===== config.mk =====
export PLATFORM = sky130hd
export DESIGN_NAME = ext_clk_qualifier
export DESIGN_NICKNAME = d
export VERILOG_FILES = /design/src/rtl/ecq_pkg.sv /design/src/rtl/ecq_sync_edge.sv /design/src/rtl/ecq_period_meter.sv /design/src/rtl/ecq_window_sel.sv /design/src/rtl/ecq_switch_ctrl.sv /design/src/rtl/ext_clk_qualifier.sv
export SDC_FILE = /design/constraint.sdc
export NUM_CORES = 1
export LEC_CHECK = 0
export ABC_AREA = 1
export CORE_MARGIN = 1.5
export CORE_UTILIZATION = 50
export CTS_CLUSTER_SIZE = 12
export DETAILED_ROUTE_END_ITERATION = 10
export HOLD_SLACK_MARGIN = 0.12
export PLACE_DENSITY_LB_ADDON = 0.3
export SLEW_MARGIN = 20
export SYNTH_ARGS = -nofsm -noshare
export SYNTH_HDL_FRONTEND = slang
export SYNTH_HIERARCHICAL = 1
export SYNTH_SLANG_ARGS = --single-unit

===== constraint.sdc =====
create_clock -name clk -period 3 [get_ports clk]
set_input_delay 0.45 -clock clk [delete_from_list [all_inputs] [get_ports clk]]
set_output_delay 0.45 -clock clk [all_outputs]
set_load 0.1 [all_outputs]

===== src/rtl/ecq_pkg.sv =====
package ecq_pkg;

  typedef enum logic [1:0] {
    SW_IDLE     = 2'd0,
    SW_DEBOUNCE = 2'd1,
    SW_HOLD     = 2'd2,
    SW_EXTERNAL = 2'd3
  } sw_state_e;

  // convert a time in ns into system cycles, rounding up
  function automatic int ns_to_cyc(input longint ns, input longint sys_khz);
    longint prod;
    prod = ns * sys_khz;
    return int'((prod + 64'd999999) / 64'd1000000);
  endfunction

  // shortest accepted period: ceil(N*(1-t))
  function automatic int win_lo(input int sys_khz, input int f_khz, input int tol_pct);
    longint num;
    longint den;
    num = longint'(sys_khz) * longint'(100 - tol_pct);
    den = longint'(f_khz) * 64'd100;
    return int'((num + den - 64'd1) / den);
  endfunction

  // longest accepted period: floor(N*(1+t))
  function automatic int win_hi(input int sys_khz, input int f_khz, input int tol_pct);
    longint num;
    longint den;
    num = longint'(sys_khz) * longint'(100 + tol_pct);
    den = longint'(f_khz) * 64'd100;
    return int'(num / den);
  endfunction

endpackage


===== src/rtl/ecq_sync_edge.sv =====
module ecq_sync_edge #(
  parameter int STAGES = 2
) (
  input  logic clk,
  input  logic rst_n,
  input  logic en,
  input  logic async_in,
  output logic s_lvl,
  output logic rise,
  output logic fall
);

  logic [STAGES-1:0] shreg;
  logic              s_dly;

  always_ff @(posedge clk or negedge rst_n) begin
    if (!rst_n) begin
      shreg <= '0;
      s_dly <= 1'b0;
    end else if (!en) begin
      shreg <= '0;
      s_dly <= 1'b0;
    end else begin
      shreg <= {shreg[STAGES-2:0], async_in};
      s_dly <= shreg[STAGES-1];
    end
  end

  assign s_lvl = shreg[STAGES-1];
  assign rise  = s_lvl & ~s_dly;
  assign fall  = ~s_lvl & s_dly;

endmodule


===== src/rtl/ecq_period_meter.sv =====
module ecq_period_meter #(
  parameter int PH_W     = 7,
  parameter int MISS_CYC = 36,
  parameter int MIN_PH   = 1
) (
  input  logic          clk,
  input  logic          rst_n,
  input  logic          en,
  input  logic          s_lvl,
  input  logic          rise,
  input  logic          fall,
  output logic          per_evt,
  output logic [PH_W:0] per_val,
  output logic          ph_ok,
  output logic          miss_evt,
  output logic          missing
);

  localparam int IDLE_W = $clog2(MISS_CYC + 1);
  localparam logic [PH_W-1:0] PH_MAX = '1;

  logic [PH_W-1:0]   hcnt;
  logic [PH_W-1:0]   lcnt;
  logic [IDLE_W-1:0] idle;
  logic              have_ref;
  logic              miss_q;
  logic              edge_any;

  assign edge_any = rise | fall;
  assign miss_evt = !edge_any && !miss_q && (idle == IDLE_W'(MISS_CYC - 1));

  always_ff @(posedge clk or negedge rst_n) begin
    if (!rst_n) begin
      hcnt     <= '0;
      lcnt     <= '0;
      idle     <= '0;
      have_ref <= 1'b0;
      miss_q   <= 1'b0;
    end else if (!en) begin
      hcnt     <= '0;
      lcnt     <= '0;
      idle     <= '0;
      have_ref <= 1'b0;
      miss_q   <= 1'b0;
    end else begin
      // silence timer
      if (edge_any)     idle <= '0;
      else if (!miss_q) idle <= idle + 1'b1;

      if (edge_any)      miss_q <= 1'b0;
      else if (miss_evt) miss_q <= 1'b1;

      // phase width counters, saturating
      if (rise)                        hcnt <= PH_W'(1);
      else if (s_lvl && hcnt != PH_MAX) hcnt <= hcnt + 1'b1;

      if (fall)                         lcnt <= PH_W'(1);
      else if (!s_lvl && lcnt != PH_MAX) lcnt <= lcnt + 1'b1;

      // first rise after a gap only arms the measurement
      if (miss_evt)  have_ref <= 1'b0;
      else if (rise) have_ref <= 1'b1;
    end
  end

  assign per_evt = rise && have_ref;
  assign per_val = {1'b0, hcnt} + {1'b0, lcnt};
  assign ph_ok   = (hcnt >= PH_W'(MIN_PH)) && (lcnt >= PH_W'(MIN_PH));
  assign missing = miss_q;

endmodule


===== src/rtl/ecq_window_sel.sv =====
module ecq_window_sel
  import ecq_pkg::*;
#(
  parameter int SYS_KHZ  = 20000,
  parameter int BASE_KHZ = 1100,
  parameter int TOL_C0   = 18,
  parameter int TOL_C1   = 12,
  parameter int TOL_C2   = 10,
  parameter int LW       = 8
) (
  input  logic [1:0]    freq_code,
  input  logic [1:0]    spread_code,
  output logic [LW-1:0] lo_lim,
  output logic [LW-1:0] hi_lim,
  output logic          codes_ok
);

  localparam int TOLS [3] = '{TOL_C0, TOL_C1, TOL_C2};

  logic [LW-1:0] lo_tab [4][4];
  logic [LW-1:0] hi_tab [4][4];

  for (genvar fi = 0; fi < 4; fi++) begin : g_freq
    for (genvar ti = 0; ti < 4; ti++) begin : g_tol
      if (fi < 3 && ti < 3) begin : g_calc
        localparam int LO = win_lo(SYS_KHZ, BASE_KHZ << fi, TOLS[ti]);
        localparam int HI = win_hi(SYS_KHZ, BASE_KHZ << fi, TOLS[ti]);
        assign lo_tab[fi][ti] = LW'(LO);
        assign hi_tab[fi][ti] = LW'(HI);
      end else begin : g_rsvd
        assign lo_tab[fi][ti] = '1;
        assign hi_tab[fi][ti] = '0;
      end
    end
  end

  assign codes_ok = (freq_code != 2'd3) && (spread_code != 2'd3);
  assign lo_lim   = lo_tab[freq_code][spread_code];
  assign hi_lim   = hi_tab[freq_code][spread_code];

endmodule


===== src/rtl/ecq_switch_ctrl.sv =====
module ecq_switch_ctrl
  import ecq_pkg::*;
#(
  parameter int DEB_CYC = 400,
  parameter int CHG_CYC = 12000
) (
  input  logic clk,
  input  logic rst_n,
  input  logic en,
  input  logic good_evt,
  input  logic bad,
  output logic clk_ok,
  output logic use_ext
);

  localparam int T_MAX = (DEB_CYC > CHG_CYC) ? DEB_CYC : CHG_CYC;
  localparam int T_W   = $clog2(T_MAX + 1);

  sw_state_e      st;
  logic [T_W-1:0] tmr;

  always_ff @(posedge clk or negedge rst_n) begin
    if (!rst_n) begin
      st  <= SW_IDLE;
      tmr <= '0;
    end else if (!en || bad) begin
      st  <= SW_IDLE;
      tmr <= '0;
    end else begin
      unique case (st)
        SW_IDLE: begin
          tmr <= '0;
          if (good_evt) st <= SW_DEBOUNCE;
        end
        SW_DEBOUNCE: begin
          if (tmr == T_W'(DEB_CYC - 1)) begin
            st  <= SW_HOLD;
            tmr <= '0;
          end else begin
            tmr <= tmr + 1'b1;
          end
        end
        SW_HOLD: begin
          if (tmr == T_W'(CHG_CYC - 1)) begin
            st  <= SW_EXTERNAL;
            tmr <= '0;
          end else begin
            tmr <= tmr + 1'b1;
          end
        end
        SW_EXTERNAL: tmr <= '0;
        default: begin
          st  <= SW_IDLE;
          tmr <= '0;
        end
      endcase
    end
  end

  assign clk_ok  = (st == SW_HOLD) || (st == SW_EXTERNAL);
  assign use_ext = (st == SW_EXTERNAL);

endmodule


===== src/rtl/ext_clk_qualifier.sv =====
module ext_clk_qualifier
  import ecq_pkg::*;
#(
  parameter int SYS_KHZ      = 20000,
  parameter int BASE_KHZ     = 1100,
  parameter int TOL_C0       = 18,
  parameter int TOL_C1       = 12,
  parameter int TOL_C2       = 10,
  parameter int MIN_PHASE_NS = 40,
  parameter int MISS_NS      = 1800,
  parameter int DEBOUNCE_NS  = 20000,
  parameter int SWITCH_NS    = 600000,
  parameter int SYNC_STAGES  = 2
) (
  input  logic       clk,
  input  logic       rst_n,
  input  logic       en,
  input  logic       ext_clk_in,
  input  logic [1:0] freq_code,
  input  logic [1:0] spread_code,
  output logic       clk_valid,
  output logic       clk_missing,
  output logic       sel_ext
);

  localparam int MISS_CYC = ns_to_cyc(MISS_NS, SYS_KHZ);
  localparam int DEB_CYC  = ns_to_cyc(DEBOUNCE_NS, SYS_KHZ);
  localparam int CHG_CYC  = ns_to_cyc(SWITCH_NS, SYS_KHZ);
  localparam int MIN_PH   = (ns_to_cyc(MIN_PHASE_NS, SYS_KHZ) < 1) ? 1
                            : ns_to_cyc(MIN_PHASE_NS, SYS_KHZ);
  localparam int PH_W     = $clog2(MISS_CYC + 1) + 1;
  localparam int LW       = PH_W + 1;

  logic          s_lvl, rise, fall;
  logic          per_evt, ph_ok, miss_evt, missing;
  logic [LW-1:0] per_val, lo_lim, hi_lim;
  logic          codes_ok, in_win, good_evt, bad;

  ecq_sync_edge #(.STAGES(SYNC_STAGES)) u_sync (
    .clk      (clk),
    .rst_n    (rst_n),
    .en       (en),
    .async_in (ext_clk_in),
    .s_lvl    (s_lvl),
    .rise     (rise),
    .fall     (fall)
  );

  ecq_period_meter #(
    .PH_W     (PH_W),
    .MISS_CYC (MISS_CYC),
    .MIN_PH   (MIN_PH)
  ) u_meter (
    .clk      (clk),
    .rst_n    (rst_n),
    .en       (en),
    .s_lvl    (s_lvl),
    .rise     (rise),
    .fall     (fall),
    .per_evt  (per_evt),
    .per_val  (per_val),
    .ph_ok    (ph_ok),
    .miss_evt (miss_evt),
    .missing  (missing)
  );

  ecq_window_sel #(
    .SYS_KHZ  (SYS_KHZ),
    .BASE_KHZ (BASE_KHZ),
    .TOL_C0   (TOL_C0),
    .TOL_C1   (TOL_C1),
    .TOL_C2   (TOL_C2),
    .LW       (LW)
  ) u_window (
    .freq_code   (freq_code),
    .spread_code (spread_code),
    .lo_lim      (lo_lim),
    .hi_lim      (hi_lim),
    .codes_ok    (codes_ok)
  );

  assign in_win   = (per_val >= lo_lim) && (per_val <= hi_lim) && ph_ok;
  assign good_evt = per_evt && in_win && codes_ok;
  assign bad      = (per_evt && !in_win) || miss_evt || missing || !codes_ok;

  ecq_switch_ctrl #(
    .DEB_CYC (DEB_CYC),
    .CHG_CYC (CHG_CYC)
  ) u_ctrl (
    .clk      (clk),
    .rst_n    (rst_n),
    .en       (en),
    .good_evt (good_evt),
    .bad      (bad),
    .clk_ok   (clk_valid),
    .use_ext  (sel_ext)
  );

  assign clk_missing = missing;

endmodule


==> metrics.yaml <==
drc: 0
synth_ff_type: "dfrtp_1"
cts_buffer_depth: 2
dr.pass1.iters: 4
path_max_fanout: 7
num_vias: 3120
clock_latency_ns: 0.30
regArea_sq_um: 1027
path_cells: "ha_2 -> inv_2 -> fa_2 -> inv_2 -> nand3_1 -> nand3_2 -> xor2_2 -> ha_1 -> nand2_2 -> nor2_4 -> nand2_1 -> nand2_1 -> nand2_2 -> nand3_2 -> nand2_1 -> nand2_1 -> nor2_2 -> nand2_1 -> inv_2 -> nand2_4 -> nor3_2"
clkTransAtPathRegs_ns: 0.09
dp_hpwl_um: 5486
rows: 30
die_h_um: 87.44
synth_area_leaders: "dfrtp_1, ha_1, nand2_1"
nets: 582
synth_edf_count: 0
cts_tree: "done"
syn_to_final_growth_pct: 17.06
path_common_cell: "nand2_1"
synth.distinct_cells: 38
cpPeakStageDelay_ns: 0.40
cp-startpoint: "u_meter/lcnt[0]$_DFFE_PN0P_"
fmax_mhz: 346.7
hold_violations: 0
drt-initial-drc-count: 155
h-tree-depth: 2
cts.sinks: 41
setup-violations-final: 0
syn_inst: 501
cts-root-buf: "clkbuf_8"
antenna_found_initial: 0
crit_buf_inv: 3
hold_buffers: 0
peakVddDrop_mv: 0.2439
whs_ns: 0.2943
cp-end-kind: "flip-flop"
async_flop_share: 1.000
route.final.wire_length_um: 7530
num_antenna_cells: 0
p_per_area_nw_per_um2: 309.1
gr-usage-all-layers: 0.2031
cp_top_family: "simple AND/OR/NAND/NOR gates"
grt_max_degree: 42
grt_pass1_vias: 2947
status: "finished clean"
yosysWarnings: 6
die-width_um: 87.44
cap_violations: 0
crit_type: "reg2reg"
syn_avg_cell_area_sq_um: 7.115
placed_cells: 621
cp_data_arrival_time_ns: 3.11
multi_input_area_sq_um: 2313
yosys.area.top_type: "dfrtp_1"
cp_data_required_time_ns: 3.23
synth.ff_latch_count: 41
die-area_sq_um: 7645
start_util: 0.5218
fin_crit_sh: 0.9614
fillCellCount: 615
final_cells: 631
final_max_slew_viol_count: 0
netlist_top_cells_count: "nand2_1, inv_1, nor2_1, nand3_1, dfrtp_1"
gp_congestion: 0.8695
skew_ns: 0.01214
critPathSlowestCell: "fa_2"
drive_gt1_frac: 0.2187
io_pins: 11
tightest_slew_ns: 0.9483
cts_buffers: 5
antenna_left: 0
p_total_uw: 1290
drt-vias-per-instance: 4.945
fp.coreArea_sq_um: 6832
synth_most_common_cell: "nand2_1"
reg2reg_from: "u_meter/lcnt[0]$_DFFE_PN0P_"
finalCriticalPeriod_ns: 2.884
overflow: 0
holdCritPathClass: "in2async"
synth_area_sq_um: 3565
wl_per_cell_um: 11.93
grt_pass1_wl_um: 12520
max_slew_margin: 0.3678
portBuffers: 10
rsz0062_at_grt: "true"
yosysSeqAreaShare: 0.2878
startpoint_type: "flip-flop"
synth_top_cell_area_share: 0.2878
p_leak_uw: 0.002213
cells by family (layout without fill, tap and decap cells):
family,Yosys count,in the layout,synth area share
compound gates,37,37,0.05967
xor+xnor,12,12,0.02948
flops,41,41,0.2878
mux,1,1,0.003159
fa+ha+maj,40,40,0.1425
simple gates,270,271,0.3570
buf+inv,99,130,0.1193
other cells,1,3,0.001052
final cells by class:
type / instances / area share
multi-input combinational: 364 / 0.5544
clock inverter: 3 / 0.01109
clock buffer: 5 / 0.01649
tap: 96 / 0.02879
inverter: 89 / 0.08006
timing repair buffer: 33 / 0.06297
sequential: 41 / 0.2462
flip-flops by register name, summed over array words and instances (netlist names):
signal / cells
u_ctrl/st: 2
u_ctrl/tmr: 14
u_meter/have_ref: 1
u_meter/hcnt: 7
u_meter/idle: 6
u_meter/lcnt: 7
u_meter/missing: 1
u_sync/s_dly: 1
u_sync/shreg: 2
routing by layer:
metal | vias to the layer above | part of all wire | track usage
met1 | 1442 | 0.48 | 0.2632
met4 | 0 | 0.0076 | 0.05339
met3 | 5 | 0.016 | 0.02464
li1 | 1638 | - | -
met5 | - | 0 | 0
met2 | 35 | 0.49 | 0.3566
worst reg2reg max path, cell delays in order (launching register included):
cell     delay, ns
dfrtp_1       0.39
ha_2          0.20
inv_2         0.04
fa_2          0.40
inv_2         0.07
nand3_1       0.11
nand3_2       0.11
xor2_2        0.20
ha_1          0.27
nand2_2       0.08
nor2_4        0.05
nand2_1       0.05
nand2_1       0.05
nand2_2       0.08
nand3_2       0.07
nand2_1       0.06
nand2_1       0.05
nor2_2        0.10
nand2_1       0.07
inv_2         0.12
nand2_4       0.12
nor3_2        0.13
path summary, 6_finish.rpt:
check / end / cells after the start / slack [ns]
setup reg to reg: u_ctrl/tmr[8]$_DFF_PN0_ / 21 / 0.12
min in group clk: u_sync/shreg[1]$_DFF_PN0_ / 2 / 0.45
hold / removal: u_meter/lcnt[3]$_DFFE_PN0P_ / 1 / 0.29
setup / recovery: u_ctrl/tmr[8]$_DFF_PN0_ / 21 / 0.12
max in group asynchronous: u_meter/hcnt[4]$_DFFE_PN0P_ / 1 / 2.06
hold reg to reg: u_sync/shreg[1]$_DFF_PN0_ / 2 / 0.45
metrics by stage:
| step | setup slack (ns) | utilization | area [sq um] | TNS [ns] |
|---|---|---|---|---|
| floorplan | 0.09215 | - | 3572 | 0 |
| global placement | -0.07084 | 0.5641 | 3854 | -0.3737 |
| detailed placement | -0.1479 | 0.5641 | 3854 | -1.118 |
| CTS | 0.04704 | 0.5830 | 3983 | 0 |
| global route | -0.09421 | 0.6108 | 4173 | -0.3153 |
| finish | 0.1157 | 0.6108 | 4173 | 0 |
what timing repair did:
action,in CTS,in global routing
cloned,1,0
buffers inserted,0,1
resized for setup,3,37
pin swaps,1,11
setup endpoints to repair,4,16
cell usage in the layout, fill, tap and decap left out, types with 3 or more instances in the layout:
cell,instances
nand2_4,7
o21ai_1,7
a21oi_1,13
xor2_1,7
ha_4,7
nand4_1,11
nor3_1,5
ha_1,31
inv_1,74
nand3_1,40
nand2_1,118
inv_2,14
buf_4,26
nor3_2,7
nand3_2,6
nor2_4,3
conb_1,3
o21ai_0,8
clkbuf_8,5
nor2_2,16
dfrtp_1,40
nand2_2,11
nor2_1,41
xnor2_1,3
clkdlybuf4s50_1,5
report_power, final:
part	switching [uW]	total, uW	internal [uW]
Combinational	152	256	103
Clock	211	461	249
Sequential	9.82	574	564
Total	373	1290	917
No activity file was read; power rests on OpenSTA's default activity.
